**src/rtl/sb_pkg.sv**
```systemverilog
package sb_pkg;

  typedef enum logic [1:0] {
    BAR_NONE  = 2'd0,
    BAR_WRITE = 2'd1,
    BAR_FULL  = 2'd2,
    BAR_FULLX = 2'd3
  } bar_kind_e;

  // Barrier still waiting, given the requested kind and queue states.
  function automatic logic barrier_waits(input logic [1:0] kind,
                                         input logic      sb_empty,
                                         input logic      iq_empty);
    logic w;
    case (bar_kind_e'(kind))
      BAR_NONE:  w = 1'b0;
      BAR_WRITE: w = !sb_empty;
      default:   w = !sb_empty || !iq_empty;
    endcase
    return w;
  endfunction

endpackage

```
**src/rtl/sb_queue.sv**
```systemverilog
module sb_queue #(
  parameter int DEPTH    = 8,
  parameter int AW       = 12,
  parameter int DW       = 32,
  parameter int LINE_OFS = 2
) (
  input  logic                               clk,
  input  logic                               rst_n,
  input  logic                               push,
  input  logic [AW-1:0]                      push_addr,
  input  logic [DW-1:0]                      push_data,
  input  logic [DW/8-1:0]                    push_be,
  input  logic                               push_own,
  input  logic                               pop,
  input  logic [$clog2(DEPTH)-1:0]           pop_idx,
  input  logic                               gnt_valid,
  input  logic [AW-LINE_OFS-1:0]             gnt_line,
  output logic [DEPTH-1:0][AW-1:0]           q_addr,
  output logic [DEPTH-1:0][DW-1:0]           q_data,
  output logic [DEPTH-1:0][DW/8-1:0]         q_be,
  output logic [DEPTH-1:0]                   q_own,
  output logic [$clog2(DEPTH+1)-1:0]         q_cnt
);
  localparam int IW  = $clog2(DEPTH);
  localparam int CW  = $clog2(DEPTH+1);
  localparam int BEW = DW/8;

  logic [DEPTH-1:0][AW-1:0]  n_addr;
  logic [DEPTH-1:0][DW-1:0]  n_data;
  logic [DEPTH-1:0][BEW-1:0] n_be;
  logic [DEPTH-1:0]          n_own;
  logic [CW-1:0]             n_cnt;

  // Age-ordered slots: index 0 is oldest. A pop closes the gap, then
  // grants mark lines, then a push lands at the first free slot.
  always_comb begin
    n_addr = q_addr;
    n_data = q_data;
    n_be   = q_be;
    n_own  = q_own;
    n_cnt  = q_cnt;
    if (pop) begin
      for (int i = 0; i < DEPTH-1; i++) begin
        if (IW'(i) >= pop_idx) begin
          n_addr[i] = q_addr[i+1];
          n_data[i] = q_data[i+1];
          n_be[i]   = q_be[i+1];
          n_own[i]  = q_own[i+1];
        end
      end
      n_cnt = q_cnt - CW'(1);
    end
    if (gnt_valid) begin
      for (int i = 0; i < DEPTH; i++) begin
        if (n_addr[i][AW-1:LINE_OFS] == gnt_line) n_own[i] = 1'b1;
      end
    end
    if (push) begin
      n_addr[IW'(n_cnt)] = push_addr;
      n_data[IW'(n_cnt)] = push_data;
      n_be[IW'(n_cnt)]   = push_be;
      n_own[IW'(n_cnt)]  = push_own ||
                           (gnt_valid && (push_addr[AW-1:LINE_OFS] == gnt_line));
      n_cnt = n_cnt + CW'(1);
    end
  end

  always_ff @(posedge clk) begin
    if (!rst_n) begin
      q_addr <= '0;
      q_data <= '0;
      q_be   <= '0;
      q_own  <= '0;
      q_cnt  <= '0;
    end else begin
      q_addr <= n_addr;
      q_data <= n_data;
      q_be   <= n_be;
      q_own  <= n_own;
      q_cnt  <= n_cnt;
    end
  end

endmodule

```
**src/rtl/sb_drain_pick.sv**
```systemverilog
module sb_drain_pick #(
  parameter int DEPTH = 8,
  parameter int AW    = 12
) (
  input  logic [DEPTH-1:0][AW-1:0]     q_addr,
  input  logic [DEPTH-1:0]             q_own,
  input  logic [$clog2(DEPTH+1)-1:0]   q_cnt,
  input  logic                         hold,
  input  logic [$clog2(DEPTH)-1:0]     hold_idx,
  output logic                         found,
  output logic [$clog2(DEPTH)-1:0]     idx
);
  localparam int IW = $clog2(DEPTH);
  localparam int CW = $clog2(DEPTH+1);

  logic [DEPTH-1:0] elig;

  for (genvar g = 0; g < DEPTH; g++) begin : g_elig
    logic older_same;
    always_comb begin
      older_same = 1'b0;
      for (int j = 0; j < g; j++) begin
        if (q_addr[j] == q_addr[g]) older_same = 1'b1;
      end
    end
    assign elig[g] = (CW'(g) < q_cnt) && q_own[g] && !older_same;
  end

  always_comb begin
    found = 1'b0;
    idx   = '0;
    for (int i = DEPTH-1; i >= 0; i--) begin
      if (elig[i]) begin
        found = 1'b1;
        idx   = IW'(i);
      end
    end
    if (hold) begin
      found = 1'b1;
      idx   = hold_idx;
    end
  end

endmodule

```
**src/rtl/sb_fwd_lookup.sv**
```systemverilog
module sb_fwd_lookup #(
  parameter int DEPTH = 8,
  parameter int AW    = 12,
  parameter int DW    = 32
) (
  input  logic [DEPTH-1:0][AW-1:0]     q_addr,
  input  logic [DEPTH-1:0][DW-1:0]     q_data,
  input  logic [DEPTH-1:0][DW/8-1:0]   q_be,
  input  logic [$clog2(DEPTH+1)-1:0]   q_cnt,
  input  logic [AW-1:0]                ld_addr,
  output logic                         hit,
  output logic [DW-1:0]                data,
  output logic [DW/8-1:0]              be
);
  localparam int CW = $clog2(DEPTH+1);

  // Later (younger) slots override earlier ones.
  always_comb begin
    hit  = 1'b0;
    data = '0;
    be   = '0;
    for (int i = 0; i < DEPTH; i++) begin
      if ((CW'(i) < q_cnt) && (q_addr[i] == ld_addr)) begin
        hit  = 1'b1;
        data = q_data[i];
        be   = q_be[i];
      end
    end
  end

endmodule

```
**src/rtl/store_fwd_buffer.sv**
```systemverilog
module store_fwd_buffer
  import sb_pkg::*;
#(
  parameter int DEPTH    = 8,
  parameter int AW       = 12,
  parameter int DW       = 32,
  parameter int LINE_OFS = 2
) (
  input  logic                   clk,
  input  logic                   rst_n,
  input  logic                   st_valid,
  output logic                   st_ready,
  input  logic [AW-1:0]          st_addr,
  input  logic [DW-1:0]          st_data,
  input  logic [DW/8-1:0]        st_be,
  input  logic                   st_line_owned,
  input  logic [AW-1:0]          ld_addr,
  output logic                   ld_fwd_hit,
  output logic [DW-1:0]          ld_fwd_data,
  output logic [DW/8-1:0]        ld_fwd_be,
  output logic                   cw_valid,
  input  logic                   cw_ready,
  output logic [AW-1:0]          cw_addr,
  output logic [DW-1:0]          cw_data,
  output logic [DW/8-1:0]        cw_be,
  input  logic                   gnt_valid,
  input  logic [AW-LINE_OFS-1:0] gnt_line,
  input  logic [1:0]             bar_kind,
  input  logic                   invq_empty,
  output logic                   bar_busy
);
  localparam int IW  = $clog2(DEPTH);
  localparam int CW  = $clog2(DEPTH+1);
  localparam int BEW = DW/8;

  logic [DEPTH-1:0][AW-1:0]  q_addr;
  logic [DEPTH-1:0][DW-1:0]  q_data;
  logic [DEPTH-1:0][BEW-1:0] q_be;
  logic [DEPTH-1:0]          q_own;
  logic [CW-1:0]             occ;
  logic                      push, pop;
  logic                      hold;
  logic [IW-1:0]             hold_idx;
  logic                      pick_found;
  logic [IW-1:0]             pick_idx;

  assign bar_busy = barrier_waits(bar_kind, occ == '0, invq_empty);
  assign st_ready = (occ != CW'(DEPTH)) && !bar_busy;
  assign push     = st_valid && st_ready;
  assign pop      = cw_valid && cw_ready;

  sb_queue #(.DEPTH(DEPTH), .AW(AW), .DW(DW), .LINE_OFS(LINE_OFS)) u_queue (
    .clk       (clk),
    .rst_n     (rst_n),
    .push      (push),
    .push_addr (st_addr),
    .push_data (st_data),
    .push_be   (st_be),
    .push_own  (st_line_owned),
    .pop       (pop),
    .pop_idx   (pick_idx),
    .gnt_valid (gnt_valid),
    .gnt_line  (gnt_line),
    .q_addr    (q_addr),
    .q_data    (q_data),
    .q_be      (q_be),
    .q_own     (q_own),
    .q_cnt     (occ)
  );

  sb_drain_pick #(.DEPTH(DEPTH), .AW(AW)) u_pick (
    .q_addr   (q_addr),
    .q_own    (q_own),
    .q_cnt    (occ),
    .hold     (hold),
    .hold_idx (hold_idx),
    .found    (pick_found),
    .idx      (pick_idx)
  );

  sb_fwd_lookup #(.DEPTH(DEPTH), .AW(AW), .DW(DW)) u_fwd (
    .q_addr  (q_addr),
    .q_data  (q_data),
    .q_be    (q_be),
    .q_cnt   (occ),
    .ld_addr (ld_addr),
    .hit     (ld_fwd_hit),
    .data    (ld_fwd_data),
    .be      (ld_fwd_be)
  );

  // Pin the offered entry while the cache back-pressures.
  always_ff @(posedge clk) begin
    if (!rst_n) begin
      hold     <= 1'b0;
      hold_idx <= '0;
    end else begin
      hold     <= cw_valid && !cw_ready;
      hold_idx <= pick_idx;
    end
  end

  assign cw_valid = pick_found;
  assign cw_addr  = q_addr[pick_idx];
  assign cw_data  = q_data[pick_idx];
  assign cw_be    = q_be[pick_idx];

endmodule

```
**config.mk**
```make
export PLATFORM = sky130hd
export DESIGN_NAME = store_fwd_buffer
export DESIGN_NICKNAME = d
export VERILOG_FILES = /design/src/rtl/sb_pkg.sv /design/src/rtl/sb_queue.sv /design/src/rtl/sb_drain_pick.sv /design/src/rtl/sb_fwd_lookup.sv /design/src/rtl/store_fwd_buffer.sv
export SDC_FILE = /design/constraint.sdc
export NUM_CORES = 2
export LEC_CHECK = 0
export BUFFER_PORTS_ARGS = -buffer_cell sky130_fd_sc_hd__buf_2
export CORE_UTILIZATION = 40
export CTS_BUF_LIST = sky130_fd_sc_hd__clkbuf_16
export CTS_CLUSTER_DIAMETER = 40
export CTS_CLUSTER_SIZE = 8
export DETAILED_ROUTE_END_ITERATION = 7
export PLACE_DENSITY_LB_ADDON = 0.2
export SKIP_LAST_GASP = 1
export SYNTH_ARGS = -nofsm -noshare
export SYNTH_HDL_FRONTEND = slang
export SYNTH_SLANG_ARGS = --single-unit
```
**constraint.sdc**
```tcl
create_clock -name clk -period 3.2 [get_ports clk]
set_clock_uncertainty 0.1 [all_clocks]
set_input_delay 0.16 -clock clk [delete_from_list [all_inputs] [get_ports clk]]
set_output_delay 0.16 -clock clk [all_outputs]
set_load 0.01 [all_outputs]
```
### Word level (Yosys, flattened, before mapping)

Cells that the tools add are included.

| storage, ports and cells | value |
|---|---|
| bits in registers | 400 |
| bits of input ports | 79 |
| output and inout port bits | 88 |
| word-level logic and storage cells | 275 |

| operators by class | value |
|---|---|
| $add $sub $neg | 2 |
| magnitude comparators | 18 |
| equality and inequality tests | 47 |
| mux-type cells | 136 |
| reduce and logical (&&, ||, !) cells | 44 |

Operators with widths:

| cell | count |
|---|---|
| 32-bit 2-to-1 mux | 17 |
| 224-bit 2-to-1 mux | 2 |
| 12-bit == test | 36 |
| 256-bit bitwise mux | 1 |
| 84-bit 2-to-1 mux | 2 |
| 12-bit 2-to-1 mux | 9 |
| 32-bit binary-select mux with 3-bit select | 1 |
| 96-bit bitwise mux | 1 |
| 32-bit demux with 3-bit select | 1 |
| 10-bit == test | 9 |
| 4-bit 2-to-1 mux | 19 |
| 1-bit 2-to-1 mux | 61 |
| 28-bit 2-to-1 mux | 2 |
| 12-bit binary-select mux with 3-bit select | 1 |
| 12-bit demux with 3-bit select | 1 |
| 32-bit bitwise mux | 1 |
| 1-bit logical AND | 29 |
| 3-bit 2-to-1 mux | 9 |
| 3-bit by 4-bit < comparator with 1-bit output (first input constant) | 4 |
| 8-bit 2-to-1 mux | 2 |
| 4-bit binary-select mux with 3-bit select | 1 |
| 4-bit demux with 3-bit select | 1 |
| 1-bit logical NOT | 11 |
| 3-bit greater-or-equal comparator (first input constant) | 3 |
| other kinds (17) | 23 |

### Logic depth before layout (Yosys ltp)

| logic depth | value |
|---|---|
| depth after elaboration | 27 |
| depth in mapped cells | 17 |
| gate-level depth less buffers | 15 |

### By module

From an unflattened synthesis, not the netlist that was laid out.

| second synthesis, totals | value |
|---|---|
| cells, all modules | 3415 |
| area total of the unflattened synthesis | 31327.5 µm² |

By module, submodules not included:

| module | instances | cells each | area an instance (µm²) | seq. area each (µm²) |
|---|---|---|---|---|
| sb_queue | 1 | 2026 | 19272.2 | 7927.6 |
| sb_drain_pick | 1 | 582 | 4757.1 | 0.0 |
| sb_fwd_lookup | 1 | 621 | 4155.2 | 0.0 |
| store_fwd_buffer | 1 | 186 | 3143.0 | 80.1 |

### Least setup slack after synthesis

Ideal clock, no wire load.

| timing | value |
|---|---|
| path kind | register -> register |
| start point | reg u_queue.q_cnt[0] |
| end point | reg u_queue.q_addr[35] (netlist name) |
| library setup time | 0.065 ns |
| data arrival time | 3.239 ns |
| required time | 3.035 ns |
| path slack | -0.204 ns |
| stages on the path, launching flop included | 16 |
| buffers on the path | 2 |
| clock period less this slack | 3.404 ns |
| cell sequence | dfxtp_1 -> inv_1 -> ha_1 -> nor2_1 -> or2_2 -> and3_1 -> nand2_1 -> nand4_1 -> o21ai_2 -> mux2i_1 -> nor2b_1 -> nor2b_1 -> buf_2 -> buf_2 -> mux2_2 -> nor2_1 |

| on the way | value |
|---|---|
| longest elaborated chain between the ends | 20 |
| elaborated cells on any way between the ends | 62 |
| those cells by class | 1 x add/sub; 11 x order compare; 1 x eq/ne; 26 x mux; 23 x reduce/logical |

RTL lines:

| what | line | text |
|---|---|---|
| start, declared | sb_queue.sv:22 | `output logic [$clog2(DEPTH+1)-1:0] q_cnt` |
| start signal, assigned | sb_queue.sv:80 | `q_cnt <= n_cnt;` |
| 3-bit by 4-bit < comparator with 1-bit output | sb_drain_pick.sv:26 | `assign elig[g] = (CW'(g) < q_cnt) && q_own[g] && !older_same;` |
| 1-bit logical AND (2 in a row) | sb_drain_pick.sv:26 |  |
| 1-bit 2-to-1 mux (8 in a row) | sb_drain_pick.sv:33 | `if (elig[i]) begin` |
| 1-bit 2-to-1 mux | sb_drain_pick.sv:38 | `if (hold) begin` |
| 1-bit logical AND | store_fwd_buffer.sv:50 | `assign pop = cw_valid && cw_ready;` |
| 4-bit 2-to-1 mux | sb_queue.sv:42 | `if (pop) begin` |
| 3-bit by 4-bit < comparator with 1-bit output (not written as such) / 3-bit by 1-bit greater-or-equal comparator with 1-bit output (equally long branches) | sb_queue.sv:59 | `n_addr[IW'(n_cnt)] = push_addr;` |
| 1-bit logical AND (not written as such) | sb_queue.sv:59 |  |
| 12-bit 2-to-1 mux (not written as such) | sb_queue.sv:59 |  |
| 12-bit demux with 3-bit select | - |  |
| 96-bit bitwise mux | sb_queue.sv:59 |  |
| 84-bit 2-to-1 mux (*) | sb_queue.sv:58 | `if (push) begin` |
| end signal, assigned | sb_queue.sv:76 | `q_addr <= n_addr;` |
| end, declared | sb_queue.sv:18 | `output logic [DEPTH-1:0][AW-1:0] q_addr,` |

Mark *: on every way between the ends. The rest lies on a longest branch, timed or not.
A chain may end at the register's enable or synchronous reset.

### Worst setup path in the final report

| timing | value |
|---|---|
| start point | reg u_queue.q_addr[6] (netlist name) |
| end point | out cw_data[20] |

| on the way | value |
|---|---|
| longest elaborated chain between the ends | 21 |
| elaborated cells on any way between the ends | 60 |
| those cells by class | 7 x eq/ne; 39 x mux; 14 x reduce/logical |

RTL lines:

| what | line | text |
|---|---|---|
| 12-bit == test | sb_drain_pick.sv:23 | `if (q_addr[j] == q_addr[g]) older_same = 1'b1;` |
| 1-bit 2-to-1 mux (7 in a row) | sb_drain_pick.sv:23 |  |
| 1-bit logical NOT | sb_drain_pick.sv:26 |  |
| 1-bit logical AND | sb_drain_pick.sv:26 |  |
| 3-bit 2-to-1 mux (6 in a row) | sb_drain_pick.sv:33 |  |
| 3-bit 2-to-1 mux (*) (2 in a row) | sb_drain_pick.sv:33 |  |
| 3-bit 2-to-1 mux (*) | sb_drain_pick.sv:38 |  |
| 32-bit binary-select mux with 3-bit select (*) | store_fwd_buffer.sv:105 | `assign cw_data = q_data[pick_idx];` |
| 32-bit 2-to-1 mux (not written as such) (*) | store_fwd_buffer.sv:105 |  |
| end, declared | store_fwd_buffer.sv:24 | `output logic [DW-1:0] cw_data,` |

Mark *: on every way between the ends. The rest lies on a longest branch, timed or not. The select of a mux whose other input is x is not followed.

==> run metrics <==
dominant cell type by area after synthesis dfxtp_1; crit path from u_queue.q_addr[6]; Crit-path slowest cell nor4_2; largest net degree at the start of global routing ~110; cells along the critical path buf_12 -> xor2_1 -> nor4_2 -> buf_4 -> nand3_2 -> nand4b_1 -> nand2_2 -> o2bb2ai_4 -> buf_6 -> a21oi_4 -> buf_12 -> buf_16 -> buf_16 -> buf_12 -> buf_6 -> mux2i_1 -> o22ai_1 -> or2_4 -> buf_6; Synth top area share 0.2610; hold_sp gnt_line[7]; GRT Total Usage 0.3879; CP endpoint cw_data[20]; vias post-DR ~33000; Rows between 100 and 150; HP Class in2reg; pre-CTS WS -1.277 ns; Power Dens Cells 650.2 nW/um^2; final hold vios 0; number of global-route vias before repair roughly 31000; core area around 76000 sq um; Die X 279.0 um; Clock Latency Late Sink approximately 0.66 ns; antenna cell count 0; Remaining DRCs 0; Crit Path Max Fanout 8; CP Class reg2out; Antenna Nets Post-Route 0; Synth Instances between 3000 and 4000; RSZ-0062 raised after global routing yes; cell leakage power between 0.015 and 0.02 uW; WP data required 2.94 ns; status finished, violations left; nets between 4000 and 5000; H-tree depth 3; CTS tree built; crit path DAT 4.13 ns; post-route non-filler standard cell count 5546; number of synthesized flops with an enable pin 0; Net Count, Synth roughly 3800; Post-DP Area about 38000 sq um; Post-synth ARST share 0; final worst path period share 1.371; top_reg_cell synth dfxtp_1; # port buffers 166; first-pass GRT wire length around 220000 um; r2r startpoint u_queue.q_addr[55]; area grow syn2layout 50.47%; vias per cell just under 6; final WL 157400 um; commonest non-fill, non-tap cell in the layout buf_4; Max Fclk about 230 MHz; Design Area, Final about 46000 sq um; wire per inst roughly 28 um; crit path launch type flip-flop; io pins 167; Worst slew margin 0.4309; total placed cells including tap cells around 5200; clock buffer depth 3; R2R depth 21; remaining global-route overflow 0; placer congestion estimate approximately 1.1; Starting Density 0.4040; Synthesis Warnings 0; clock root cell clkbuf_16; setup violators final around 480; antenna violations before repair 2; maximum VDD drop ~510 uV; failing checks negative setup slack; total CTS buffers 89; drt initial violations roughly 3200; r2r endpoint u_queue.q_addr[77]; CP Capture Type output port; post-DP HPWL approximately 110000 um; Unique masters post-synth 74; Max stage delay on crit path approximately 0.39 ns; Tightest Pin Transition roughly 0.85 ns; Seq cells post-synth 400; die height approximately 280 um; register area share after synthesis 0.2610; clock sink count 400; CTS clk-pin slew, worst paths roughly 0.05 ns; final worst setup slack -1.188 ns; Pre-antenna DRT Iters 7; Max Slew Vio Count 0; DIE AREA 77820 sq um; Max Cap Violations 0; ratio of cells with drive above 1 in the final layout 0.3547; synth top area cells dfxtp_1 (26%), mux2i_1 (19%), xnor2_1 (8.7%); min Tclk post-route 4.388 ns; Mean Syn Cell Area ~8.3 sq um; commonest non-fill, non-tap cells in the layout buf_4 (574), mux2i_1 (545), nor2_1 (434), dfxtp_1 (357), xnor2_1 (296); post-synth design cell area 30680 sq um; Reg2Reg Setup Slack -0.89 ns
## synth_stat cells, types with 19 or more instances
cell type / count
a211oi_1: 245
a21oi_1: 163
buf_2: 145
buf_4: 69
buf_6: 19
clkbuf_1: 176
dfxtp_1: 400
inv_1: 29
mux2_2: 89
mux2i_1: 589
nand2_1: 210
nand4_1: 84
nor2_1: 443
nor3_1: 26
nor4_1: 60
o21ai_0: 82
o22ai_1: 101
o311ai_0: 35
or2_2: 57
xnor2_1: 304
xor2_1: 208
## sequential cells by signal (all words and copies together), names as in the netlist
register,cells
u_queue.q_data,256
u_queue.q_addr,96
u_queue.q_be,32
u_queue.q_own,8
u_queue.q_cnt,4
hold_idx,3
hold,1
## final cells by class
type,count,area [sq um]
Fill cell,6522,29780
Multi-Input combinational cell,2840,22210
Timing Repair Buffer,1092,11580
Sequential cell,400,8104
Clock buffer,89,2227
Tap cell,1030,1289
Clock inverter,64,634.4
Inverter,31,123.9
## power breakdown
group,internal (uW),switching (uW),total (uW)
Clock,5750,3190,8930
Sequential,5650,781,6430
Combinational,7110,7540,14700
Total,18500,11500,30000
## layer usage
metal / GRT usage / part of all wire / up-vias
met1: 0.4933 / 0.40 / 15800
met2: 0.6091 / 0.44 / 1682
li1: - / - / 14640
met3: 0.06150 / 0.077 / 527
met5: 0 / 0.00011 / -
met4: 0.2506 / 0.076 / 2
## kinds of logic after synthesis
group	share of synthesized area
and+or+nand+nor	0.1410
buffers and inverters	0.07532
adders and majority gates	0.001631
xor gates and xnor gates	0.1461
DFF	0.2610
AOI/OAI and AO/OA	0.1486
muxes	0.2263
## metrics by stage
step | hold WS, ns | setup TNS (ns) | total power (uW) | utilization
after floorplan | 0.3432 | -0.5651 | 12840 | -
after CTS | 0.007961 | -292.18 | 28740 | 0.5877
final | 0.04113 | -365.47 | 30020 | 0.6079
after global routing | 0.05610 | -420.26 | 30860 | 0.6079
after global placement | 0.3755 | -399.65 | 18530 | 0.5029
after detailed placement | 0.3762 | -396.09 | 18480 | 0.5029
## critical path, delay by kind of cell, from the launching register on
family                 cells  cell delay (ns)
flip-flops                 1             0.34
AND/OR/NAND/NOR            5             1.04
buffers and inverters      9             1.33
XOR/XNOR                   1             0.18
AO/OA/AOI/OAI              3             0.38
multiplexers               1             0.16
## timing repair
action | in CTS | in global routing
setup buffers | 87 | 73
cloned | 31 | 3
endpoints found under the hold margin | 371 | 0
pin swaps | 200 | 123
hold buffers | 52 | 0
endpoints found under the setup margin | 483 | 483
resized for setup | 444 | 247
## how the worst min path moves through the flow
stage,endpoint,cells past startpoint
CTS,u_queue.q_own[2],4
detailed placement,u_queue.q_data[238],2
global route,u_queue.q_own[2],4
floorplan,bar_busy,1
global placement,u_queue.q_data[229],2
finish,u_queue.q_own[2],4
(Power assumes the default switching activity.)
